==> src/rtl/fab_pkg.sv <==
package fab_pkg;

    localparam int LB_COUNT  = 4;
    localparam int SB_COUNT  = 5;
    localparam int USR_IN_W  = 4;
    localparam int USR_OUT_W = 2;
    localparam int SEL_W     = 3;
    localparam int TT_W      = 4;
    localparam int ROW_LEN   = 2;

    localparam int SRC_N     = 1 << SEL_W;
    localparam int LB_CFG_W  = TT_W + 1;
    localparam int SB_CFG_W  = 2 * SEL_W;
    localparam int LB_AREA_W = LB_COUNT * LB_CFG_W;
    localparam int CFG_W     = LB_AREA_W + SB_COUNT * SB_CFG_W;
    localparam int SB_TOP    = CFG_W - LB_AREA_W;
    localparam int CNT_W     = $clog2(CFG_W + 1);

    typedef struct packed {
        logic            reg_sel;
        logic [TT_W-1:0] tt;
    } lb_cfg_t;

    typedef struct packed {
        logic [SEL_W-1:0] sel_h;
        logic [SEL_W-1:0] sel_v;
    } sb_cfg_t;

    typedef enum logic {
        ST_LOADING = 1'b0,
        ST_RUNNING = 1'b1
    } cfg_state_t;

    // The first bit shifted in ends up at the top of the stream register.
    function automatic lb_cfg_t lb_field(input logic [CFG_W-1:0] bits, input int idx);
        lb_field = lb_cfg_t'(bits[CFG_W-1-idx*LB_CFG_W -: LB_CFG_W]);
    endfunction

    function automatic sb_cfg_t sb_field(input logic [CFG_W-1:0] bits, input int idx);
        sb_field = sb_cfg_t'(bits[SB_TOP-1-idx*SB_CFG_W -: SB_CFG_W]);
    endfunction

    function automatic logic lut_eval(input lb_cfg_t c, input logic a, input logic b);
        lut_eval = c.tt[{b, a}];
    endfunction

endpackage

==> src/rtl/fab_cfg_chain.sv <==
module fab_cfg_chain
    import fab_pkg::*;
(
    input  logic             clk,
    input  logic             rst,
    input  logic             shift_en,
    input  logic             shift_din,
    output logic [CFG_W-1:0] cfg_bits,
    output logic             done
);

    cfg_state_t       state;
    logic [CNT_W-1:0] cnt;
    logic [CFG_W-1:0] sr;

    always_ff @(posedge clk) begin
        if (rst) begin
            state <= ST_LOADING;
            cnt   <= '0;
            sr    <= '0;
        end else if (state == ST_LOADING && shift_en) begin
            sr  <= {sr[CFG_W-2:0], shift_din};
            cnt <= cnt + 1'b1;
            if (cnt == CNT_W'(CFG_W - 1)) begin
                state <= ST_RUNNING;
            end
        end
    end

    assign cfg_bits = sr;
    assign done     = (state == ST_RUNNING);

    a_r1_reset_clears: assert property (@(posedge clk)
        $past(rst) |-> !done);

    a_r2_done_on_last_bit: assert property (@(posedge clk) disable iff (rst)
        $rose(done) |-> ($past(cnt) == CNT_W'(CFG_W - 1)) && $past(shift_en));

    a_r3_idle_holds: assert property (@(posedge clk) disable iff (rst)
        (!done && !shift_en) |=> ($stable(cnt) && $stable(sr)));

    a_r9_frozen: assert property (@(posedge clk) disable iff (rst)
        (done && $past(done)) |-> $stable(sr));

endmodule

==> src/rtl/fab_switch_box.sv <==
module fab_switch_box
    import fab_pkg::*;
(
    input  logic [SRC_N-1:0] src,
    input  sb_cfg_t          cfg,
    output logic             seg_h,
    output logic             seg_v
);

    always_comb begin
        seg_h = src[cfg.sel_h];
        seg_v = src[cfg.sel_v];
    end

endmodule

==> src/rtl/fab_logic_block.sv <==
module fab_logic_block
    import fab_pkg::*;
(
    input  logic    clk,
    input  logic    rst,
    input  logic    run,
    input  lb_cfg_t cfg,
    input  logic    in_a,
    input  logic    in_b,
    output logic    y,
    output logic    q
);

    logic lut_val;

    assign lut_val = lut_eval(cfg, in_a, in_b);

    always_ff @(posedge clk) begin
        if (rst || !run) begin
            q <= 1'b0;
        end else begin
            q <= lut_val;
        end
    end

    assign y = cfg.reg_sel ? q : lut_val;

    // in registered mode the output only moves at an edge
    a_r10_registered_stable: assert property (@(posedge clk) disable iff (rst)
        (run && $past(run) && cfg.reg_sel && $stable(cfg)) |-> (y == $past(lut_val)));

endmodule

==> src/rtl/fab_top.sv <==
module fab_top
    import fab_pkg::*;
(
    input  logic                 clk,
    input  logic                 rst,
    input  logic                 cfg_en,
    input  logic                 cfg_din,
    output logic                 cfg_done,
    input  logic [USR_IN_W-1:0]  usr_in,
    output logic [USR_OUT_W-1:0] usr_out
);

    logic [CFG_W-1:0]   cfg_bits;
    logic [ROW_LEN-1:0] y_row0, q_row0;
    logic [ROW_LEN-1:0] y_row1, q_row1;
    logic [SRC_N-1:0]   src_row0, src_row1, src_out;
    logic               out_h, out_v;

    fab_cfg_chain u_chain (
        .clk       (clk),
        .rst       (rst),
        .shift_en  (cfg_en),
        .shift_din (cfg_din),
        .cfg_bits  (cfg_bits),
        .done      (cfg_done)
    );

    // Row 0 sees only pins and flip-flops, so no combinational loop can form.
    assign src_row0 = {q_row1, q_row0, usr_in};
    assign src_row1 = {q_row1, y_row0, usr_in};
    assign src_out  = {usr_in, y_row1, y_row0};

    for (genvar i = 0; i < ROW_LEN; i++) begin : g_row0
        logic wa, wb;
        fab_switch_box u_sb (
            .src   (src_row0),
            .cfg   (sb_field(cfg_bits, i)),
            .seg_h (wa),
            .seg_v (wb)
        );
        fab_logic_block u_lb (
            .clk  (clk),
            .rst  (rst),
            .run  (cfg_done),
            .cfg  (lb_field(cfg_bits, i)),
            .in_a (wa),
            .in_b (wb),
            .y    (y_row0[i]),
            .q    (q_row0[i])
        );
    end

    for (genvar i = 0; i < ROW_LEN; i++) begin : g_row1
        logic wa, wb;
        fab_switch_box u_sb (
            .src   (src_row1),
            .cfg   (sb_field(cfg_bits, ROW_LEN + i)),
            .seg_h (wa),
            .seg_v (wb)
        );
        fab_logic_block u_lb (
            .clk  (clk),
            .rst  (rst),
            .run  (cfg_done),
            .cfg  (lb_field(cfg_bits, ROW_LEN + i)),
            .in_a (wa),
            .in_b (wb),
            .y    (y_row1[i]),
            .q    (q_row1[i])
        );
    end

    fab_switch_box u_sb_out (
        .src   (src_out),
        .cfg   (sb_field(cfg_bits, SB_COUNT - 1)),
        .seg_h (out_h),
        .seg_v (out_v)
    );

    assign usr_out = cfg_done ? {out_v, out_h} : '0;

    a_r8_flops_idle: assert property (@(posedge clk) disable iff (rst)
        !cfg_done |=> (q_row0 == '0 && q_row1 == '0));

endmodule

==> config.mk <==
export PLATFORM = sky130hd
export DESIGN_NAME = fab_top
export DESIGN_NICKNAME = d
export VERILOG_FILES = /design/src/rtl/fab_pkg.sv /design/src/rtl/fab_cfg_chain.sv /design/src/rtl/fab_switch_box.sv /design/src/rtl/fab_logic_block.sv /design/src/rtl/fab_top.sv
export SDC_FILE = /design/constraint.sdc
export NUM_CORES = 1
export LEC_CHECK = 0
export ABC_AREA = 1
export BUFFER_PORTS_ARGS = -buffer_cell sky130_fd_sc_hd__clkbuf_2
export CAP_MARGIN = 20
export CORE_AREA = 2 2 121 64
export DETAILED_ROUTE_END_ITERATION = 10
export DIE_AREA = 0 0 123 66
export GPL_ROUTABILITY_DRIVEN = 0
export GPL_TIMING_DRIVEN = 1
export PLACE_DENSITY = 0.72
export SLEW_MARGIN = 30
export SYNTH_ARGS = -nofsm -noshare
export SYNTH_HDL_FRONTEND = slang
export SYNTH_SLANG_ARGS = --single-unit
==> constraint.sdc <==
create_clock -name clk -period 2.3 [get_ports clk]
set_input_delay 0.46 -clock clk [delete_from_list [all_inputs] [get_ports clk]]
set_output_delay 0.46 -clock clk [all_outputs]
set_load 0.03 [all_outputs]
==> flow_results.xml <==
<?xml version="1.0" encoding="UTF-8"?>
<metrics>
  <group name="final_layout">
    <metric name="utilization_after_layout" unit="%">56.0</metric>
    <metric name="finalNetCount" unit="">502</metric>
    <metric name="fillerInstances" unit="">654</metric>
    <metric name="syn2layout_area_growth" unit="%">27.9</metric>
    <metric name="num_antenna_cells" unit="">0</metric>
    <metric name="drive_gt1_share" unit="%">26.7</metric>
    <metric name="stdcell_count" unit="">591</metric>
  </group>
  <group name="floorplanning">
    <metric name="initial_core_util" unit="%">43.8</metric>
    <metric name="fp.dieArea" unit="um2">8120</metric>
    <metric name="die_w" unit="um">123</metric>
    <metric name="core.rowCount" unit="">22</metric>
    <metric name="num_io_pins" unit="">11</metric>
    <metric name="vertical_extent_of_the_die" unit="um">66</metric>
    <metric name="core_area" unit="um2">7100</metric>
  </group>
  <group name="pwr">
    <metric name="ir_worst_vdd" unit="V">0.000421</metric>
    <metric name="power.total" unit="uW">2980</metric>
    <metric name="leakagePower" unit="uW">0.00167</metric>
    <metric name="power_density" unit="nW/um2">750</metric>
  </group>
  <group name="route">
    <metric name="routed-via-count" unit="">3150</metric>
    <metric name="detail-route-antenna-nets" unit="">0</metric>
    <metric name="drt_pre_antenna_iters" unit="">5</metric>
    <metric name="drt_wl_total" unit="mm">8.72</metric>
    <metric name="initialDrtViolationCount" unit="">307</metric>
    <metric name="drc_errors" unit="">0</metric>
    <metric name="post_drt_via_cell_ratio" unit="">5.33</metric>
    <metric name="routed_wire_length_per_instance" unit="um">14.8</metric>
  </group>
  <group name="cts">
    <metric name="max-clock-path-buffers" unit="">2</metric>
    <metric name="htreeDepth" unit="">3</metric>
    <metric name="later_pin_clock_latency_in_the_skew_report" unit="ns">0.33</metric>
    <metric name="cts_buffers" unit="">9</metric>
    <metric name="clock_tree_from_tritoncts" unit="">yes</metric>
    <metric name="cts.clk_slew.worst_paths" unit="ns">0.05</metric>
    <metric name="numClockSinks" unit="">61</metric>
    <metric name="postCtsHoldBufs" unit="">0</metric>
    <metric name="clock_root_cell" unit="">clkbuf_16</metric>
  </group>
  <group name="timing">
    <metric name="slew_hr" unit="%">56.9</metric>
    <metric name="worst_pin_slew" unit="ns">0.647</metric>
    <metric name="timing.final.max_slew_violations" unit="">0</metric>
    <metric name="max_freq" unit="MHz">334</metric>
    <metric name="timing.final.ws_setup" unit="ns">-0.698</metric>
    <metric name="period_share" unit="%">130</metric>
    <metric name="period_needed" unit="ns">3.00</metric>
    <metric name="timing.setup.tns" unit="ns">-1.39</metric>
    <metric name="report.final.setup_viol" unit="">2</metric>
    <metric name="rsz0062_at_grt" unit="">yes</metric>
    <metric name="clock-skew-final" unit="ns">0.00718</metric>
    <metric name="final-hold-violation-count" unit="">0</metric>
  </group>
  <group name="run">
    <metric name="cap_viol_max_count" unit="">0</metric>
  </group>
  <group name="synthesis">
    <metric name="net_count_after_synthesis" unit="">462</metric>
    <metric name="synth.avg_cell_area" unit="um2">6.88</metric>
    <metric name="yosys_warnings" unit="">0</metric>
    <metric name="seq_area_frac_synth" unit="%">39.3</metric>
    <metric name="synth_cells" unit="">452</metric>
    <metric name="number_of_unique_standard_cell_types_used_by_synthesis" unit="">25</metric>
    <metric name="synthesis.area" unit="um2">3110</metric>
    <metric name="yosys_register_bits" unit="">61</metric>
  </group>
  <group name="grt">
    <metric name="via_count_of_the_first_global_routing_pass" unit="">2819</metric>
    <metric name="grt_pass1_wl" unit="mm">14.3</metric>
    <metric name="global_route.overflow_total" unit="">0</metric>
    <metric name="antenna_found_initial" unit="">0</metric>
    <metric name="grt_util_all_layers" unit="%">23.6</metric>
    <metric name="largest_net_degree_at_the_start_of_global_routing" unit="">77</metric>
  </group>
  <group name="run_status">
    <metric name="run_status" unit="">complete, but fails checks</metric>
    <metric name="failing_checks" unit="">negative setup slack</metric>
  </group>
  <group name="placement">
    <metric name="placed_cells" unit="">575</metric>
    <metric name="post-dp-hpwl" unit="mm">6.27</metric>
    <metric name="worst_case_setup_slack_after_placement" unit="ns">-0.713</metric>
    <metric name="port_buffers" unit="">10</metric>
  </group>
  <group name="critical_path">
    <metric name="start_kind" unit="">flop</metric>
    <metric name="worst_setup_path_type" unit="">reg2out</metric>
    <metric name="timing.critical_path.required" unit="ns">1.84</metric>
    <metric name="critical_path.max_fanout" unit="">9</metric>
    <metric name="crit_arrival" unit="ns">2.54</metric>
    <metric name="worstSetupEndpointType" unit="">output port</metric>
  </group>
  <group name="min_path">
    <metric name="worst_hold_path_type" unit="">in2reg</metric>
  </group>
</metrics>
cells in the mapped netlist (all sizes together):
master / n / share of area, %
and3: 1 / 0.20
dfxtp: 61 / 39
nand3b: 1 / 0.36
nand2: 81 / 11
buf: 2 / 0.52
clkinv: 1 / 0.12
o21ai: 72 / 12
clkbuf: 16 / 1.9
nor2: 32 / 3.9
o41ai: 1 / 0.28
nor3b: 1 / 0.24
nor4: 1 / 0.20
nor3: 3 / 0.48
a21oi: 64 / 11
nand3: 58 / 12
inv: 51 / 6.2
o211ai: 2 / 0.48
a21boi: 2 / 0.48
ha: 2 / 0.80
critical path: stages, from the launching register on:
cell and delay (ns):
dfxtp_2 0.35, buf_12 0.15, a21oi_1 0.06, o21ai_1 0.09
nand2_1 0.08, nand2_1 0.08, nand2_2 0.06, nand3_2 0.08
nand2_2 0.08, nand2_4 0.09, nand3_2 0.07, nand3_2 0.08
nand2_2 0.06, nand2_1 0.08, nand2_1 0.07, nand3_2 0.08
nand2_2 0.06, nand2_2 0.07, nand3_1 0.08, nand3_2 0.09
nand2_2 0.07, a21oi_4 0.13, buf_8 0.13
state kept, by name, indices dropped and copies added (netlist names):
signal	count
g_row0.u_lb.q	2
g_row1.u_lb.q	2
u_chain.cfg_bits	50
u_chain.cnt	6
u_chain.done	1
metrics by stage:
step	cell area (um2)	hold WS (ns)
global route	3980	0.345
finish	3980	0.347
floorplan	3190	0.419
detailed placement	3580	0.459
CTS	3940	0.334
global placement	3580	0.430
cells in the final DEF, fill, tap and decap left out, types with 2 or more instances in the layout:
cell type / instances
nor3_1: 3
nand2_2: 16
a21oi_1: 59
ha_1: 2
o21ai_2: 3
a21oi_4: 5
clkbuf_2: 8
clkbuf_16: 9
dfxtp_2: 6
dfxtp_1: 54
buf_8: 2
clkbuf_8: 4
nand3_2: 25
o21ai_0: 68
nand3_1: 33
nand2_1: 63
buf_12: 2
a21boi_0: 2
o211ai_1: 2
inv_2: 10
nand2_4: 2
inv_1: 40
buf_4: 35
nor2_1: 31
final timing paths:
path / startpoint / to / slack, ns / cells past startpoint
max: u_chain.cfg_bits[18] / usr_out[0] / -0.70 / 22
min: rst / u_chain.cnt[4] / 0.35 / 2
max reg2reg: u_chain.cfg_bits[18] / g_row1[1].u_lb.q / 0.46 / 17
min reg2reg: u_chain.cnt[2] / u_chain.done / 0.47 / 1
cells by family (layout without fill, tap and decap cells):
| family | Yosys count | after routing | share of synthesized area (%) |
|---|---|---|---|
| buf+inv | 70 | 113 | 8.73 |
| compound gates | 141 | 141 | 23.4 |
| flops | 61 | 61 | 39.3 |
| simple gates | 178 | 178 | 27.8 |
| fa+ha+maj | 2 | 2 | 0.804 |
per-layer routing:
layer / vias to the layer above / routed length [um] / GRT usage, %
met1: 1428 / 4570 / 35.2
met5: - / 0 / 0
met2: 113 / 3250 / 31.6
met3: 12 / 754 / 7.24
met4: 0 / 135 / 8.10
li1: 1597 / - / -
final cells by class:
type                       instances  area [um2]  share of cell area [%]
multi-input combinational        321        1770                    44.5
sequential                        61        1230                    31.0
timing repair buffer              47         373                    9.37
clock buffer                      13         280                    7.05
inverter                          52         198                    4.97
tap                               96         120                    3.02
clock inverter                     1        5.00                   0.126
where the power goes:
group	switching, uW	total [uW]	leakage [uW]	internal (uW)
logic	316	523	0.00102	207
clock network	452	1280	0.000144	831
registers	58.4	1180	0.000506	1120
total	827	2980	0.00167	2160
timing repair:
item                                    CTS  global route
pin swaps                                 3             2
endpoints found under the setup margin    2             2
setup buffers                             1             1
gates resized for setup                  24             9
(Power assumes the default switching activity.)
